### src/rtl/exc_pkg.sv
package exc_pkg;
  typedef enum logic [1:0] {
    PM_KERNEL = 2'b00,
    PM_SUPER  = 2'b01,
    PM_USER   = 2'b10
  } priv_t;

  // strobes from control to datapath
  typedef struct packed {
    logic takeExc;
    logic saveEpc;
    logic doEret;
    logic doWrite;
  } ctrl_t;

  localparam int STATUS_W = 16;
endpackage

### src/rtl/exc_ctrl.sv
module exc_ctrl
  import exc_pkg::*;
#(
  parameter int NINT  = 8,
  parameter int CODEW = 5
) (
  input  logic             excReq,
  input  logic [CODEW-1:0] excCode,
  input  logic             eretPulse,
  input  logic             statusWe,
  input  logic             ie,
  input  logic             exl,
  input  logic             erl,
  input  logic [1:0]       ksu,
  input  logic [NINT-1:0]  im,
  input  logic [NINT-1:0]  pending,
  output ctrl_t            ctrl,
  output logic [CODEW-1:0] codeSel,
  output logic             intReq,
  output logic [1:0]       privMode
);
  logic [NINT-1:0] maskedLines;
  logic            gateOpen;
  logic            takeAny;

  // per-line masking
  for (genvar i = 0; i < NINT; i++) begin : g_mask
    assign maskedLines[i] = pending[i] & im[i];
  end

  assign gateOpen = ie & ~exl & ~erl;
  assign intReq   = gateOpen & (|maskedLines);
  assign takeAny  = excReq | intReq;

  // interrupts are taken with cause code 0
  assign codeSel = excReq ? excCode : '0;

  always_comb begin
    ctrl.takeExc = takeAny;
    ctrl.saveEpc = takeAny & ~exl;
    ctrl.doEret  = eretPulse & ~takeAny;
    ctrl.doWrite = statusWe & ~takeAny & ~eretPulse;
  end

  always_comb begin
    if (exl || erl) begin
      privMode = PM_KERNEL;
    end else begin
      unique case (ksu)
        2'b00:   privMode = PM_KERNEL;
        2'b01:   privMode = PM_SUPER;
        default: privMode = PM_USER;
      endcase
    end
  end
endmodule

### src/rtl/exc_datapath.sv
module exc_datapath
  import exc_pkg::*;
#(
  parameter int          AW    = 32,
  parameter int          NINT  = 8,
  parameter int          CODEW = 5,
  parameter logic [31:0] VEC   = 32'h8000_0180
) (
  input  logic             clk,
  input  logic             rst_n,
  input  ctrl_t            ctrl,
  input  logic [CODEW-1:0] codeSel,
  input  logic [AW-1:0]    instrAddr,
  input  logic             inDelaySlot,
  input  logic             isaCompact,
  input  logic             compactEnable,
  input  logic [NINT-1:0]  intLines,
  input  logic [STATUS_W-1:0] statusWdata,
  output logic             ie,
  output logic             exl,
  output logic             erl,
  output logic [1:0]       ksu,
  output logic [NINT-1:0]  im,
  output logic [NINT-1:0]  pending,
  output logic [AW-1:0]    epc,
  output logic [CODEW-1:0] causeCode,
  output logic             causeBd,
  output logic             redirect,
  output logic             force32,
  output logic [AW-1:0]    vectorAddr,
  output logic             resumeValid,
  output logic [AW-1:0]    resumeAddr,
  output logic             resumeCompact,
  output logic [STATUS_W-1:0] statusOut
);
  localparam int IMLO = 8;
  localparam int PADW = IMLO - 5;

  logic          rewind;
  logic [AW-1:0] baseAddr;
  logic [AW-1:0] epcNext;

  assign rewind   = inDelaySlot & ~isaCompact;
  assign baseAddr = rewind ? (instrAddr - AW'(4)) : instrAddr;
  assign epcNext  = {baseAddr[AW-1:1], compactEnable & isaCompact};

  // status register
  always_ff @(posedge clk) begin
    if (!rst_n) begin
      ie  <= 1'b0;
      exl <= 1'b0;
      erl <= 1'b0;
      ksu <= 2'b00;
      im  <= '0;
    end else if (ctrl.takeExc) begin
      exl <= 1'b1;
    end else if (ctrl.doEret) begin
      if (erl) erl <= 1'b0;
      else     exl <= 1'b0;
    end else if (ctrl.doWrite) begin
      ie  <= statusWdata[0];
      exl <= statusWdata[1];
      erl <= statusWdata[2];
      ksu <= statusWdata[4:3];
      im  <= statusWdata[IMLO +: NINT];
    end
  end

  // cause and restart registers
  always_ff @(posedge clk) begin
    if (!rst_n) begin
      epc       <= '0;
      causeCode <= '0;
      causeBd   <= 1'b0;
      pending   <= '0;
    end else begin
      pending <= intLines;
      if (ctrl.takeExc) causeCode <= codeSel;
      if (ctrl.saveEpc) begin
        epc     <= epcNext;
        causeBd <= rewind;
      end
    end
  end

  // strobes
  always_ff @(posedge clk) begin
    if (!rst_n) begin
      redirect      <= 1'b0;
      force32       <= 1'b0;
      resumeValid   <= 1'b0;
      resumeAddr    <= '0;
      resumeCompact <= 1'b0;
    end else begin
      redirect    <= ctrl.takeExc;
      force32     <= ctrl.takeExc;
      resumeValid <= ctrl.doEret;
      if (ctrl.doEret) begin
        resumeAddr    <= {epc[AW-1:1], 1'b0};
        resumeCompact <= epc[0];
      end
    end
  end

  assign vectorAddr = VEC[AW-1:0];
  assign statusOut  = {im, {PADW{1'b0}}, ksu, erl, exl, ie};
endmodule

### src/rtl/exc_entry_ctrl.sv
module exc_entry_ctrl
  import exc_pkg::*;
#(
  parameter int          AW    = 32,
  parameter int          NINT  = 8,
  parameter int          CODEW = 5,
  parameter logic [31:0] VEC   = 32'h8000_0180
) (
  input  logic                clk,
  input  logic                rst_n,
  input  logic                excReq,
  input  logic [CODEW-1:0]    excCode,
  input  logic [AW-1:0]       instrAddr,
  input  logic                inDelaySlot,
  input  logic                isaCompact,
  input  logic                compactEnable,
  input  logic [NINT-1:0]     intLines,
  input  logic                eretPulse,
  input  logic                statusWe,
  input  logic [STATUS_W-1:0] statusWdata,
  output logic [1:0]          privMode,
  output logic                intReq,
  output logic                redirect,
  output logic [AW-1:0]       vectorAddr,
  output logic                force32,
  output logic                resumeValid,
  output logic [AW-1:0]       resumeAddr,
  output logic                resumeCompact,
  output logic [AW-1:0]       epcOut,
  output logic [CODEW-1:0]    causeCode,
  output logic                causeBd,
  output logic [NINT-1:0]     causePending,
  output logic [STATUS_W-1:0] statusOut
);
  ctrl_t            ctrl;
  logic [CODEW-1:0] codeSel;
  logic             ie, exl, erl;
  logic [1:0]       ksu;
  logic [NINT-1:0]  im;

  exc_ctrl #(.NINT(NINT), .CODEW(CODEW)) u_ctrl (
    .excReq(excReq), .excCode(excCode), .eretPulse(eretPulse),
    .statusWe(statusWe), .ie(ie), .exl(exl), .erl(erl), .ksu(ksu),
    .im(im), .pending(causePending), .ctrl(ctrl), .codeSel(codeSel),
    .intReq(intReq), .privMode(privMode)
  );

  exc_datapath #(.AW(AW), .NINT(NINT), .CODEW(CODEW), .VEC(VEC)) u_dp (
    .clk(clk), .rst_n(rst_n), .ctrl(ctrl), .codeSel(codeSel),
    .instrAddr(instrAddr), .inDelaySlot(inDelaySlot),
    .isaCompact(isaCompact), .compactEnable(compactEnable),
    .intLines(intLines), .statusWdata(statusWdata),
    .ie(ie), .exl(exl), .erl(erl), .ksu(ksu), .im(im),
    .pending(causePending), .epc(epcOut), .causeCode(causeCode),
    .causeBd(causeBd), .redirect(redirect), .force32(force32),
    .vectorAddr(vectorAddr), .resumeValid(resumeValid),
    .resumeAddr(resumeAddr), .resumeCompact(resumeCompact),
    .statusOut(statusOut)
  );
endmodule

### config.mk
export PLATFORM = sky130hd
export DESIGN_NAME = exc_entry_ctrl
export DESIGN_NICKNAME = d
export VERILOG_FILES = /design/src/rtl/exc_pkg.sv /design/src/rtl/exc_ctrl.sv /design/src/rtl/exc_datapath.sv /design/src/rtl/exc_entry_ctrl.sv
export SDC_FILE = /design/constraint.sdc
export NUM_CORES = 1
export LEC_CHECK = 0
export ABC_AREA = 1
export BUFFER_PORTS_ARGS = -buffer_cell sky130_fd_sc_hd__buf_2
export CELL_PAD_IN_SITES_DETAIL_PLACEMENT = 1
export CELL_PAD_IN_SITES_GLOBAL_PLACEMENT = 1
export CORE_MARGIN = 3
export CORE_UTILIZATION = 32
export CTS_CLUSTER_SIZE = 16
export DETAILED_ROUTE_END_ITERATION = 10
export GPL_TIMING_DRIVEN = 1
export PLACE_DENSITY = 0.87
export REMOVE_ABC_BUFFERS = 1
export SYNTH_ARGS = -nofsm -noshare
export SYNTH_HDL_FRONTEND = slang
export SYNTH_HIERARCHICAL = 1
export SYNTH_SLANG_ARGS = --single-unit
### constraint.sdc
create_clock -name clk -period 2.2 [get_ports clk]
set_input_delay 0.11 -clock clk [delete_from_list [all_inputs] [get_ports clk]]
set_output_delay 0.11 -clock clk [all_outputs]
set_load 0.01 [all_outputs]
# Word level (Yosys, flattened, before mapping)
# Index checks and enable logic that the tools add are counted.
# word_totals
register_bits	93
in_bits	69
output_inout_bits	133
# op_classes
n_addsub	1
eq_ne	2
mux	10
bitwise_logic	24
n_reduce_logical	8
# ops
op	count
32-bit two-way mux	1
32-bit by 3-bit subtractor with 32-bit output (second input constant)	1
1-bit AND	17
8-bit OR reduction	1
1-bit two-way mux	6
1-bit NOT	6
5-bit two-way mux	1
2-bit one-hot mux with 2 select lines	1
2-bit AND reduction	2
3-bit inequality test (second input constant)	1
3-bit AND reduction	1
3-bit nonzero test	1
2-bit by 1-bit == test with 1-bit output (second input constant)	1
2-bit logical NOT	1
2-bit two-way mux	1
2-bit nonzero test	1
1-bit logical OR	1
1-bit OR	1

# Depth between registers and ports, before layout
# depth
word_depth	11
mapped_depth	13
ltp_nobuf	12

# By module
# The synthesis kept the hierarchy.
# by_module_without_submodules
module	n_inst	cells_each	area_each_um2	seq_area_each_um2
exc_datapath	1	622	4454.3	1861.8
exc_ctrl	1	42	180.2	0.0

# Least setup slack after synthesis
# No wires, ideal clock.
# synth_timing
kind	reg-to-reg
from	reg u_dp.exl
to	reg u_dp.epc[5]
arrival_ns	1.489
required_time_ns	2.091
setup_slack_ns	0.603
path_stages_with_launch	9
period_less_slack_ns	1.597
cell_sequence	dfxtp_1 -> or2_4 -> nor2_4 -> nand2_2 -> a21oi_1 -> buf_2 -> clkbuf_1 -> a31o_2 -> inv_1
# synth_rtl
element	line	source
start: declaration	exc_datapath.sv:20	output logic exl,
start signal: assignment	exc_datapath.sv:62	exl <= statusWdata[1];
end signal: assignment	exc_datapath.sv:80	epc <= epcNext;
end: declaration	exc_datapath.sv:25	output logic [AW-1:0] epc,

==> results.toml <==
[floorplan]
core-area_sq_um = 14000
rows = 43
die_area_sq_um = 16000
start_util_pct = 33.0
die_h_um = 126
die_x_um = 126
io_pins = 202

[yosys]
netlist_area_sq_um = 4630
syn_area_per_cell_sq_um = 6.98
yosys.area.top_type = "dfxtp_1"
synth_area_leaders = "dfxtp_1 40%, nor2_1 12%, buf_4 8.3%"
synthFlopType = "dfxtp_1"
syn_inst = 664
ys_seq_area_share_pct = 40.2
ys_types = 38
async_flop_share_pct = 0
ys_seq_elements = 93
synth_warnings = 6
synth_top_area_share_pct = 40.2
synth_edf_count = 0

[critical_path]
reg2reg_from = "u_dp/im[0]"
critPathMaxStageDelay_ps = 320
worst-setup-path-type = "register to register"
crit_family = "simple AND/OR/NAND/NOR gates"
arrival_ps = 2180
cp-end-kind = "register"
worstPathMaxFanout = 10
cp_num_buf_inv = 3
ff2ff_path_depth = 13
cp-startpoint = "u_dp/im[0]"
cpMaxStageDelayCell = "dfxtp_1"
crit_path_start_kind = "register"
cp_num_cells = 13
cp_cell_sequence = "nand2_1 > nand2_1 > nor2_1 > nand2_1 > nand2_2 > nand2_4 > nor2_4 > inv_1 > nand3_1 > clkinvlp_4 > buf_4 > nor2_1 > nor2_1"
regToRegSetupSlack_ps = 260
cp-endpoint = "u_dp/im[5]"
r2r_end = "u_dp/im[5]"
cp_data_required_time_ps = 2440

[detailed_routing]
drt_iter0_markers = 160
ant_nets = 0
drc = 0
drt_wl_total_um = 14700
routedWlPerCell_um = 14.7
vias_per_cell = 4.61
dr_total_vias = 4606
dr.pass1.iters = 4

[power_and_ir_drop]
cellLeakagePower_nw = 3.11
max-vdd-ir-drop_v = 0.000352
p_per_area_nw_per_um2 = 721
design_power_total_mw = 4.23

[final_layout]
diodes = 0
areaGrowthSynthToFinish_pct = 26.5
stdcell_area_sq_um = 5860
fin_util_pct = 41.8
fill_cells = 1849
drive_gt1_share_pct = 27.7
nets = 885

[sta]
slew_viol_final = 0
fin_crit_sh_pct = 88.1
hold_viol = 0
fmax_mhz = 516
clock-skew-final_ps = 5.14
max-slew-margin-rel_pct = 66.3
worst_slack_ps = 262
setup_viol = 0
setup-tns-final_ps = 0
min_period_ps = 1940
rsz0062_at_grt = "no"
worstMarginPinSlew_ps = 506

[place]
dp_slack_ps = 272
dp_hpwl_um = 10900
placed_cell_area_sq_um = 5390
gp_congestion = 0.830
portBuffers = 161

[clocking]
clk_path_buf_depth = 2
clock_latency_ps = 350
clock-sinks = 93
cts.clk_slew.worst_paths_ps = 70
cts_root_buf = "clkbuf_16"
cts_made_buffers = 9
h-tree-depth = 3
cts_tree = "yes"

[grt]
grt_pass1_wl_um = 23500
first_global_vias = 4672
grtUsageTotal_pct = 18.2
antenna_found_initial = 0
grt_max_degree = 56
grt-ovfl-total = 0

[hold_path]
hp-class = "input pin to register"

[flow_run]
cap_viol_max_count = 0

[outcome]
status = "completed"
-- how the worst min path moves through the flow --
stage / start / depth (start not counted) / endpoint
2_1_floorplan: rst_n / 2 / u_dp/pending[0]
6_report: compactEnable / 3 / u_dp/epc[0]
3_3_place_gp: intLines[6] / 3 / u_dp/pending[6]
3_5_place_dp: intLines[6] / 3 / u_dp/pending[6]
5_1_grt: statusWdata[3] / 3 / u_dp/ksu[0]
4_1_cts: statusWdata[3] / 3 / u_dp/ksu[0]
-- Yosys cell counts (6+ instances only) --
cell type	n
inv_1	67
buf_4	51
o21ai_0	73
nand3_1	19
xor2_1	8
o21ai_1	8
inv_2	6
clkbuf_1	16
nand2_1	88
nor2_2	11
dfxtp_1	93
buf_2	9
a21oi_1	29
nor2_1	149
-- cell families (layout without fill, tap and decap cells) --
group / after synthesis / count (layout) / synth area share, %
compound gates: 118 / 118 / 13.3
xor+xnor: 10 / 10 / 1.89
fa+ha+maj: 1 / 1 / 0.270
buf+inv: 150 / 272 / 16.5
flops: 93 / 93 / 40.2
other cells: 2 / 36 / 0.162
simple gates: 290 / 290 / 27.7
-- state kept, by name, indices dropped and copies added (netlist names) --
register,cells
u_dp/im,8
u_dp/erl,1
u_dp/exl,1
u_dp/ksu,2
u_dp/causeBd,1
u_dp/epc,32
u_dp/force32,1
u_dp/pending,8
u_dp/resumeCompact,1
u_dp/resumeValid,1
u_dp/resumeAddr,31
u_dp/causeCode,5
u_dp/ie,1
-- per-layer routing --
layer	share of wire (%)	up-vias	track usage, %
met5	0	-	0
met4	1.5	0	5.24
met2	49	134	32.9
met3	5.5	16	4.42
li1	-	2290	-
met1	44	2166	21.4
-- worst reg2reg max path, delay by kind of cell (launching register included) --
kind | cells | cell delay (ps)
buffers and inverters | 3 | 340
flip-flops | 1 | 320
AND/OR/NAND/NOR | 10 | 1160
-- area by class of cell --
type                       instances  area (sq um)  share of cell area [%]
tap                              180           225                    3.84
timing repair buffer             183          1010                    17.3
sequential                        93          1860                    31.7
inverter                          73           278                    4.74
clock inverter                     7           100                    1.71
clock buffer                       9           225                    3.84
multi-input combinational        455          2160                    36.8
-- power by group --
group          switching [mW]  internal (mW)  leakage [nW]
clock network           0.711           1.00         0.148
registers              0.0657           1.79         0.767
logic                   0.410          0.248          2.20
total                    1.19           3.04          3.11
-- repair_timing --
action,in CTS,in global routing
setup endpoints to repair,0,2
buffers inserted,0,2
resized for setup,0,4
hold buffers,12,0
endpoints found under the hold margin,12,0
-- through the flow --
stage                     cells  hold WS (ps)
after floorplan             621           203
after global placement      970           297
after detailed placement    970           299
after CTS                   998          1.94
after global routing       1000          26.7
final                      1000          16.8
-- placed cells by master (no fill, tap or decap), types with 9 or more instances in the layout --
master | Yosys | layout
a21oi_1 | 29 | 28
buf_2 | 9 | 161
buf_4 | 51 | 9
clkbuf_16 | 0 | 9
conb_1 | 2 | 36
dfxtp_1 | 93 | 93
dlygate4sd3_1 | 0 | 12
inv_1 | 67 | 66
nand2_1 | 88 | 88
nand3_1 | 19 | 19
nor2_1 | 149 | 147
nor2_2 | 11 | 12
o21ai_0 | 73 | 73
(Power assumes the default switching activity.)
